**config.mk**
```make
export PLATFORM = sky130hd
export DESIGN_NAME = hpcmd_top
export DESIGN_NICKNAME = d
export VERILOG_FILES = /design/src/rtl/hpcmd_pkg.sv /design/src/rtl/hpcmd_ctrl.sv /design/src/rtl/hpcmd_dp.sv /design/src/rtl/hpcmd_top.sv
export SDC_FILE = /design/constraint.sdc
export NUM_CORES = 1
export LEC_CHECK = 0
export BUFFER_PORTS_ARGS = -buffer_cell sky130_fd_sc_hd__buf_4
export CAP_MARGIN = 20
export CELL_PAD_IN_SITES_DETAIL_PLACEMENT = 1
export CELL_PAD_IN_SITES_GLOBAL_PLACEMENT = 1
export CORE_UTILIZATION = 40
export DETAILED_ROUTE_END_ITERATION = 10
export GPL_TIMING_DRIVEN = 1
export PLACE_DENSITY = 0.7
export SKIP_CTS_REPAIR_TIMING = 1
export SLEW_MARGIN = 0
export SYNTH_ARGS = -nofsm -noshare
export SYNTH_HDL_FRONTEND = slang
export SYNTH_HIERARCHICAL = 1
export SYNTH_SLANG_ARGS = --single-unit
```
**constraint.sdc**
```tcl
create_clock -name clk -period 4.4 [get_ports clk]
set_input_delay 0.88 -clock clk [delete_from_list [all_inputs] [get_ports clk]]
set_output_delay 0.88 -clock clk [all_outputs]
set_load 0.005 [all_outputs]
```
**src/rtl/hpcmd_pkg.sv**
```systemverilog
package hpcmd_pkg;
  localparam int TGT_W = 5;

  localparam logic [1:0] ST_KEEP     = 2'd0;
  localparam logic [1:0] ST_PWRONLY  = 2'd1;
  localparam logic [1:0] ST_ENABLED  = 2'd2;
  localparam logic [1:0] ST_DISABLED = 2'd3;

  localparam logic [1:0] LED_KEEP = 2'd0;
  localparam logic [1:0] LED_ON   = 2'd1;
  localparam logic [1:0] LED_OFF  = 2'd3;

  localparam logic [1:0] PRES_LOW   = 2'd0;
  localparam logic [1:0] PRES_EMPTY = 2'd3;

  localparam logic [7:0] OP_ALL_PWRONLY = 8'h48;
  localparam logic [7:0] OP_ALL_ENABLE  = 8'h49;

  localparam logic [1:0] ADDR_CODE   = 2'd0;
  localparam logic [1:0] ADDR_TARGET = 2'd1;
  localparam logic [1:0] ADDR_ACK    = 2'd2;

  typedef struct packed {
    logic             clrStatus;
    logic             setInvCmd;
    logic             setInvMode;
    logic             setDetected;
    logic             clrDetected;
    logic             applySlot;
    logic [TGT_W-1:0] slotIdx;
    logic [1:0]       reqState;
    logic [1:0]       reqPower;
    logic [1:0]       reqAttn;
  } ctlStrobe_t;
endpackage

```
**src/rtl/hpcmd_ctrl.sv**
```systemverilog
module hpcmd_ctrl
  import hpcmd_pkg::*;
#(
  parameter int NSLOTS = 6
) (
  input  logic                   clk,
  input  logic                   rstN,
  input  logic                   wrEn,
  input  logic [1:0]             wrAddr,
  input  logic [7:0]             wrData,
  input  logic [NSLOTS-1:0][1:0] stateVec,
  input  logic [NSLOTS-1:0]      mrlVec,
  output logic                   busy,
  output ctlStrobe_t             stb
);
  localparam logic [TGT_W-1:0] LAST_IDX = TGT_W'(NSLOTS - 1);

  typedef enum logic [1:0] {S_IDLE, S_EXEC, S_APPLY} phase_e;

  phase_e           phase;
  logic [7:0]       codeReg;
  logic [TGT_W-1:0] tgtReg;
  logic [TGT_W-1:0] stepIdx;

  logic             acceptWr, startCmd;
  logic             isSlotCmd, isSpeed, isAll, anyEnabled, tgtOk, stepMrl;
  logic [TGT_W-1:0] tgtIdx;
  logic [1:0]       tgtState;

  assign acceptWr  = wrEn && (phase == S_IDLE);
  assign startCmd  = acceptWr && ((wrAddr == ADDR_CODE) || (wrAddr == ADDR_TARGET));
  assign isSlotCmd = (codeReg[7:6] == 2'b00);
  assign isSpeed   = (codeReg[7:3] == 5'b01000);
  assign isAll     = (codeReg == OP_ALL_PWRONLY) || (codeReg == OP_ALL_ENABLE);
  assign tgtIdx    = tgtReg - TGT_W'(1);
  assign tgtOk     = (tgtReg != '0) && (int'(tgtIdx) < NSLOTS);
  assign busy      = (phase != S_IDLE);

  always_comb begin
    anyEnabled = 1'b0;
    tgtState   = ST_KEEP;
    stepMrl    = 1'b0;
    for (int i = 0; i < NSLOTS; i++) begin
      if (stateVec[i] == ST_ENABLED) anyEnabled = 1'b1;
      if (tgtIdx == TGT_W'(i)) tgtState = stateVec[i];
      if (stepIdx == TGT_W'(i)) stepMrl = mrlVec[i];
    end
  end

  always_comb begin
    stb = '0;
    unique case (phase)
      S_IDLE: begin
        stb.clrDetected = acceptWr && (wrAddr == ADDR_ACK) && wrData[0];
      end
      S_EXEC: begin
        stb.clrStatus = 1'b1;
        if (isSlotCmd) begin
          stb.setDetected = 1'b1;
          if (!tgtOk) begin
            stb.setInvCmd = 1'b1;
          end else if ((tgtState == ST_ENABLED) && (codeReg[1:0] == ST_PWRONLY)) begin
            stb.setInvCmd = 1'b1;
          end else begin
            stb.applySlot = 1'b1;
            stb.slotIdx   = tgtIdx;
            stb.reqState  = codeReg[1:0];
            stb.reqPower  = codeReg[3:2];
            stb.reqAttn   = codeReg[5:4];
          end
        end else if (isSpeed) begin
          stb.setDetected = 1'b1;
          stb.setInvMode  = (codeReg[2:0] != 3'd0);
        end else if (isAll) begin
          stb.setInvCmd   = anyEnabled;
          stb.setDetected = anyEnabled;
        end else begin
          stb.setInvCmd   = 1'b1;
          stb.setDetected = 1'b1;
        end
      end
      S_APPLY: begin
        stb.applySlot   = 1'b1;
        stb.slotIdx     = stepIdx;
        stb.reqAttn     = LED_KEEP;
        stb.setDetected = (stepIdx == LAST_IDX);
        if (stepMrl) begin
          stb.reqState = ST_KEEP;
          stb.reqPower = LED_OFF;
        end else begin
          stb.reqState = codeReg[0] ? ST_ENABLED : ST_PWRONLY;
          stb.reqPower = LED_ON;
        end
      end
      default: stb = '0;
    endcase
  end

  always_ff @(posedge clk) begin
    if (!rstN) begin
      phase   <= S_IDLE;
      codeReg <= '0;
      tgtReg  <= '0;
      stepIdx <= '0;
    end else begin
      unique case (phase)
        S_IDLE: begin
          if (startCmd) begin
            phase <= S_EXEC;
            if (wrAddr == ADDR_CODE) codeReg <= wrData;
            else                     tgtReg  <= wrData[TGT_W-1:0];
          end
        end
        S_EXEC: begin
          stepIdx <= '0;
          phase   <= (isAll && !anyEnabled) ? S_APPLY : S_IDLE;
        end
        S_APPLY: begin
          if (stepIdx == LAST_IDX) phase <= S_IDLE;
          else                     stepIdx <= stepIdx + TGT_W'(1);
        end
        default: phase <= S_IDLE;
      endcase
    end
  end
endmodule

```
**src/rtl/hpcmd_dp.sv**
```systemverilog
module hpcmd_dp
  import hpcmd_pkg::*;
#(
  parameter int NSLOTS = 6
) (
  input  logic                   clk,
  input  logic                   rstN,
  input  logic [NSLOTS-1:0]      occupiedAtReset,
  input  ctlStrobe_t             stb,
  input  logic                   busy,
  input  logic [TGT_W-1:0]       rdSlot,
  output logic [3:0]             cmdStatus,
  output logic                   cmdDetected,
  output logic [NSLOTS-1:0][1:0] stateVec,
  output logic [NSLOTS-1:0][1:0] pwrVec,
  output logic [NSLOTS-1:0]      mrlVec,
  output logic [1:0]             rdState,
  output logic [1:0]             rdPwrLed,
  output logic [1:0]             rdAttnLed,
  output logic                   rdMrlOpen,
  output logic [1:0]             rdPresence,
  output logic [1:0]             rdEvents
);
  logic [NSLOTS-1:0][1:0] attnVec, presVec, evtVec;
  logic                   invCmdQ, invModeQ, detQ;

  for (genvar g = 0; g < NSLOTS; g++) begin : gSlot
    logic [1:0] stQ, pwQ, atQ, prQ, evQ;
    logic       mrQ, hit, wasOff, nowOff;
    logic [1:0] stN, pwN, atN;

    assign hit    = stb.applySlot && (stb.slotIdx == TGT_W'(g));
    assign stN    = (stb.reqState == ST_KEEP)  ? stQ : stb.reqState;
    assign pwN    = (stb.reqPower == LED_KEEP) ? pwQ : stb.reqPower;
    assign atN    = (stb.reqAttn  == LED_KEEP) ? atQ : stb.reqAttn;
    assign wasOff = (stQ == ST_DISABLED) && (pwQ == LED_OFF);
    assign nowOff = (stN == ST_DISABLED) && (pwN == LED_OFF);

    always_ff @(posedge clk) begin
      if (!rstN) begin
        atQ <= LED_OFF;
        evQ <= 2'b00;
        if (occupiedAtReset[g]) begin
          stQ <= ST_ENABLED;
          pwQ <= LED_ON;
          mrQ <= 1'b0;
          prQ <= PRES_LOW;
        end else begin
          stQ <= ST_DISABLED;
          pwQ <= LED_OFF;
          mrQ <= 1'b1;
          prQ <= PRES_EMPTY;
        end
      end else if (hit) begin
        stQ <= stN;
        pwQ <= pwN;
        atQ <= atN;
        if (!wasOff && nowOff) begin
          mrQ <= 1'b1;
          prQ <= PRES_EMPTY;
          evQ <= 2'b11;
        end
      end
    end

    assign stateVec[g] = stQ;
    assign pwrVec[g]   = pwQ;
    assign attnVec[g]  = atQ;
    assign mrlVec[g]   = mrQ;
    assign presVec[g]  = prQ;
    assign evtVec[g]   = evQ;
  end

  always_ff @(posedge clk) begin
    if (!rstN) begin
      invCmdQ  <= 1'b0;
      invModeQ <= 1'b0;
      detQ     <= 1'b0;
    end else begin
      if (stb.clrStatus) begin
        invCmdQ  <= stb.setInvCmd;
        invModeQ <= stb.setInvMode;
      end
      if (stb.setDetected)      detQ <= 1'b1;
      else if (stb.clrDetected) detQ <= 1'b0;
    end
  end

  assign cmdStatus   = {invModeQ, invCmdQ, 1'b0, busy};
  assign cmdDetected = detQ;

  always_comb begin
    rdState    = '0;
    rdPwrLed   = '0;
    rdAttnLed  = '0;
    rdMrlOpen  = 1'b0;
    rdPresence = '0;
    rdEvents   = '0;
    for (int i = 0; i < NSLOTS; i++) begin
      if (rdSlot == TGT_W'(i)) begin
        rdState    = stateVec[i];
        rdPwrLed   = pwrVec[i];
        rdAttnLed  = attnVec[i];
        rdMrlOpen  = mrlVec[i];
        rdPresence = presVec[i];
        rdEvents   = evtVec[i];
      end
    end
  end
endmodule

```
**src/rtl/hpcmd_top.sv**
```systemverilog
module hpcmd_top
  import hpcmd_pkg::*;
#(
  parameter int NSLOTS = 6
) (
  input  logic              clk,
  input  logic              rstN,
  input  logic [NSLOTS-1:0] occupiedAtReset,
  input  logic              wrEn,
  input  logic [1:0]        wrAddr,
  input  logic [7:0]        wrData,
  input  logic [4:0]        rdSlot,
  output logic              busy,
  output logic [3:0]        cmdStatus,
  output logic              cmdDetected,
  output logic [1:0]        rdState,
  output logic [1:0]        rdPwrLed,
  output logic [1:0]        rdAttnLed,
  output logic              rdMrlOpen,
  output logic [1:0]        rdPresence,
  output logic [1:0]        rdEvents
);
  ctlStrobe_t             stb;
  logic [NSLOTS-1:0][1:0] stateVec, pwrVec;
  logic [NSLOTS-1:0]      mrlVec;

  hpcmd_ctrl #(.NSLOTS(NSLOTS)) u_ctrl (
    .clk(clk), .rstN(rstN), .wrEn(wrEn), .wrAddr(wrAddr), .wrData(wrData),
    .stateVec(stateVec), .mrlVec(mrlVec), .busy(busy), .stb(stb)
  );

  hpcmd_dp #(.NSLOTS(NSLOTS)) u_dp (
    .clk(clk), .rstN(rstN), .occupiedAtReset(occupiedAtReset), .stb(stb),
    .busy(busy), .rdSlot(rdSlot), .cmdStatus(cmdStatus), .cmdDetected(cmdDetected),
    .stateVec(stateVec), .pwrVec(pwrVec), .mrlVec(mrlVec),
    .rdState(rdState), .rdPwrLed(rdPwrLed), .rdAttnLed(rdAttnLed),
    .rdMrlOpen(rdMrlOpen), .rdPresence(rdPresence), .rdEvents(rdEvents)
  );
endmodule

```
; Word-level counts from Yosys, hierarchy flattened
; Cells that the tools add are included.
; W data, S select, Z words.
[op_classes]
addsub = 2
n_mul = 0
div_mod_pow = 0
magnitude_cmp = 1
eq_ne = 74
shift = 0
muxes = 176
n_bitwise = 2
reduce_logical = 77
[ops]
columns = operator, count
row1 = $mux W2, 106
row2 = $eq A2 B2 Y1 const B, 33
row3 = $mux W1, 60
row4 = $eq A5 B2 Y1 const B, 8
row5 = $eq A5 B3 Y1 const B, 8
row6 = $reduce_and A2 Y1, 20
row7 = $mux W12, 3
row8 = $logic_and A1 B1 Y1, 31
row9 = $ne A2 B1 Y1 const B, 14
row10 = $pmux W12 S2, 1
row11 = $eq A5 B1 Y1 const B, 4
row12 = $logic_not A5 Y1, 4
row13 = $eq A8 B7 Y1 const B, 2
row14 = $logic_not A2 Y1, 6
row15 = $pmux W5 S2, 1
row16 = $logic_not A1 Y1, 7
row17 = $eq A2 B1 Y1 const B, 3
row18 = $pmux W2 S3, 1
row19 = $reduce_and A3 Y1, 2
row20 = $reduce_bool A2 Y1, 3
row21 = $add A5 B1 Y5 const B, 1
row22 = $eq A5 B4 Y1 const B, 1
row23 = $lt A5 B3 Y1 const B, 1
row24 = $mux W5, 1
row25 = other kinds (9), 11
[word_totals]
ff_bits = 83
latch_bits = 0
ramBits = 0
mem_bits_ro = 0
wordCells = 375
n_memories = 0

; Logic depth before layout (Yosys ltp)
[logic_depth]
word_depth = 22
ltp_mapped = 12
mapped_depth_nobuf = 11

; Hierarchy
; Netlist, hierarchy kept.
[modules_own_cells]
columns = module, instances, cells_each, area_each_um2, seq_area_each_um2
row1 = hpcmd_dp, 1, 324, 2934.1, 1321.3
row2 = hpcmd_ctrl, 1, 179, 1493.9, 400.4

; Least setup slack after synthesis
; OpenSTA, ideal clock, no wires.
[synth_path]
path_type = reg-to-reg
from = register u_ctrl.tgtReg[0]
to = register u_dp.gSlot[5].prQ[0] (enable)
setup_ns = 0.294
t_arrival_ns = 2.779
setup_slack_ns = 1.327
path_stages_with_launch = 12
n_path_buf = 0
synth_period_minus_slack_ns = 3.073
path_cell_list = dfxtp_1 inv_1 ha_1 xnor2_1 o21ai_0 a21oi_1 nand4_2 o21ai_0 and4bb_2 and2_0 nor4bb_1 nand2b_1
[synth_lines]
columns = item, line
row1 = from (decl), hpcmd_ctrl.sv:22  ; logic [TGT_W-1:0] tgtReg;
row2 = from (signal assigned), hpcmd_ctrl.sv:111  ; else tgtReg <= wrData[TGT_W-1:0];
row3 = to (signal assigned), hpcmd_dp.sv:47  ; prQ <= PRES_LOW;
row4 = to (signal assigned), hpcmd_dp.sv:52  ; prQ <= PRES_EMPTY;
row5 = to (signal assigned), hpcmd_dp.sv:60  ; prQ <= PRES_EMPTY;
row6 = to (decl), hpcmd_dp.sv:28  ; logic [1:0] stQ, pwQ, atQ, prQ, evQ;

==> results_dict.tcl <==
set metrics [dict create \
    final_cells 671 \
    relSlewSlack_pct 39.6 \
    pre_cts_ws_ns 0.554 \
    cts.sinks 71 \
    tightest_slew_ns 0.883 \
    synth_cell_type_count 64 \
    clockRootBuffer "clkbuf_8" \
    die_h_um 107 \
    syn_area_per_cell_um2 8.80 \
    worstSetupEndpointType "flop" \
    grt_pass1_vias 3908 \
    first_pass_iters 5 \
    ys_warn_count 6 \
    setup-tns-final_ns 0 \
    min_period_ns 3.91 \
    core_mm2 0.0108 \
    clk_pin_slew_ns 0.07 \
    die_w_um 107 \
    run_status "completed" \
    synth_fp_nets 539 \
    synth.cell_area_mm2 0.00443 \
    crit_fanout 7 \
    ant_nets 0 \
    dieArea_mm2 0.0115 \
    synth_largest_area_cell "edfxtp_1" \
    clk_path_buf_depth 2 \
    hold_viol 0 \
    drt_iter0_drc 219 \
    grtUsageTotal_pct 24.9 \
    antenna_cells 0 \
    synth_most_common_cell "nand2_1" \
    p_per_area_mw_per_mm2 272 \
    tritoncts "built" \
    irDropWorstVdd_mv 0.209 \
    fin_nets 562 \
    cpMaxStageDelayCell "nor4_1" \
    async_flop_share_pct 0 \
    setup-violations-final 0 \
    start_util_pct 41.0 \
    overflow 0 \
    areaGrowthSynthToFinish_pct 10.8 \
    synth_compound_area_share_pct 20.3 \
    finClkSkew_ns 0.0155 \
    post-route-drc-count 0 \
    max_stage_delay_ns 0.52 \
    htreeDepth 3 \
    place_hpwl_um 10200 \
    worstPathRequired_ns 4.47 \
    drv_cap 0 \
    numPortBuffers 39 \
    ys_ff_latch 71 \
    yosysSeqAreaShare_pct 38.9 \
    routed_wl_um 13400 \
    crit_type "reg -> reg" \
    synth_top_family_by_area "simple AND/OR/NAND/NOR gates" \
    gp_congestion 0.937 \
    synthXorXnorAreaFrac_pct 0.791 \
    insertion_delay_ns 0.36 \
    rsz0062_at_grt "false" \
    synth_edf_count 30 \
    finalCritPeriodShare_pct 88.8 \
    synthMuxAreaShare_pct 3.39 \
    setup_ws_ns 0.493 \
    synth_flop_cell "dfxtp_1" \
    grt_pass1_wl_um 21400 \
    yosys-top-cells-area "edfxtp_1 20%, dfxtp_1 19%, nor2b_1 4.4%" \
    cp.arrival_ns 3.98 \
    ios 41 \
    yosysTopAreaCellShare_pct 20.3 \
    synthAdderAreaFrac_pct 3.39 \
    slew_violations 0 \
    hp-class "reg -> reg" \
    layout-drive-gt1-share_pct 13.4 \
    cts_made_buffers 9 \
    placedCellCount 655 \
    num_rows 38 \
    antenna_found_initial 0 \
    wl_per_cell_um 19.9 \
    synth_simple_gate_area_share_pct 25.8 \
    synthCells 503 \
    fmax_ghz 0.256 \
    critPathLaunchType "flop" \
    vias 3867 \
    grt_max_degree 48 \
    viasPerCell 5.76 \
    path_cells "inv_1 -> ha_1 -> xnor2_1 -> o21ai_0 -> a21oi_1 -> nand4_2 -> o22ai_1 -> nor2b_1 -> nand2_1 -> nor4_1 -> nand2b_1" \
    leakage_nw 1.96 \
    ys_top_cells_by_count "45 x nand2_1, 42 x inv_1, 41 x dfxtp_1, 35 x o21ai_0, 33 x a21oi_1" \
]
==> power by group <==
| part | leakage (nW) | internal [W] | switching [W] |
|---|---|---|---|
| registers | 0.588 | 0.000705 | 0.0000203 |
| clock network | 0.0741 | 0.000200 | 0.000246 |
| logic | 1.30 | 0.0000709 | 0.0000937 |
| total | 1.96 | 0.000976 | 0.000360 |
==> layout make-up <==
class	count	area (µm²)
Sequential cell	71	1720
Tap cell	140	175
Fill cell	1286	5890
Clock inverter	3	11.3
Clock buffer	13	139
Timing Repair Buffer	42	315
Inverter	43	161
Multi-Input combinational cell	359	2380
==> worst max-delay path, delay by kind of cell (launching register included) <==
kind / cells / cell delay [ns]
adder cells (fa/ha/maj): 1 / 0.26
AO/OA/AOI/OAI: 3 / 0.88
XOR/XNOR: 1 / 0.39
AND/OR/NAND/NOR: 5 / 1.48
flip-flops: 1 / 0.48
buffers and inverters: 1 / 0.13
==> path summary, 6_finish.rpt <==
| path | startpoint | end | slack [ns] | cells after the start |
|---|---|---|---|---|
| min reg2reg | u_dp/gSlot[1].evQ[0] | u_dp/gSlot[1].evQ[0] | 0.47 | 1 |
| min | u_dp/gSlot[1].evQ[0] | u_dp/gSlot[1].evQ[0] | 0.47 | 1 |
| max | u_ctrl/tgtReg[0] | u_dp/gSlot[1].prQ[0] | 0.49 | 11 |
| max reg2reg | u_ctrl/tgtReg[0] | u_dp/gSlot[1].prQ[0] | 0.49 | 11 |
==> cell usage in the layout (no fill, tap or decap), types with 2 or more instances in the layout <==
master / netlist / routed
nor2_1: 28 / 28
o21a_1: 7 / 7
o211a_1: 2 / 2
nor3_1: 5 / 5
mux2i_1: 15 / 15
ha_1: 12 / 12
dfxtp_1: 41 / 41
nor4bb_1: 2 / 2
nand2b_1: 12 / 12
and3b_1: 9 / 9
a21oi_1: 33 / 33
clkbuf_1: 13 / 4
a31oi_1: 10 / 10
clkinv_1: 1 / 4
buf_4: 13 / 42
and4bb_2: 2 / 2
and4_1: 5 / 5
nand3_1: 14 / 14
inv_1: 42 / 42
nor4_1: 6 / 6
xor2_1: 3 / 3
nor3b_1: 2 / 2
nand2_1: 45 / 45
a31o_2: 8 / 8
nand4_1: 5 / 5
o21ai_0: 35 / 35
o22ai_1: 4 / 4
and2_1: 4 / 4
edfxtp_1: 30 / 30
and3_1: 4 / 4
nand3b_1: 10 / 10
nor2b_1: 31 / 31
clkbuf_8: 0 / 9
a221o_1: 18 / 18
==> kinds of logic after synthesis <==
family                   Yosys count
multiplexers                      15
XOR/XNOR                           4
adder cells (fa/ha/maj)           12
buffers and inverters             73
AO/OA/AOI/OAI                    132
flip-flops                        71
AND/OR/NAND/NOR                  195
other                              1
==> sequential cells by signal, indices dropped and copies added, names as in the netlist <==
register and count:
u_dp/gSlot.evQ 6, u_ctrl/codeReg 8, u_ctrl/tgtReg 5, u_dp/gSlot.stQ 12, u_dp/cmdDetected 1, u_dp/invCmdQ 1
u_dp/invModeQ 1, u_ctrl/stepIdx 5, u_dp/gSlot.pwQ 12, u_dp/gSlot.prQ 6, u_ctrl/phase 2, u_dp/gSlot.atQ 12
==> stage by stage <==
stage	total power, W	area [µm²]	hold WS [ns]	utilization (%)
after floorplan	0.000840	4430	0.433	-
after global placement	0.000899	4750	0.449	44.1
after detailed placement	0.000904	4750	0.450	44.1
after CTS	0.00134	4900	0.467	45.4
after global routing	0.00139	4900	0.487	45.4
final	0.00134	4900	0.466	45.4
==> routing by layer <==
layer	wire (µm)	vias up	track usage, %
met5	0	-	0
met4	279	0	9.49
met3	515	20	3.53
met2	5990	89	38.3
met1	6580	1905	35.2
li1	-	1853	-
Power figures use the tool's default switching activity.
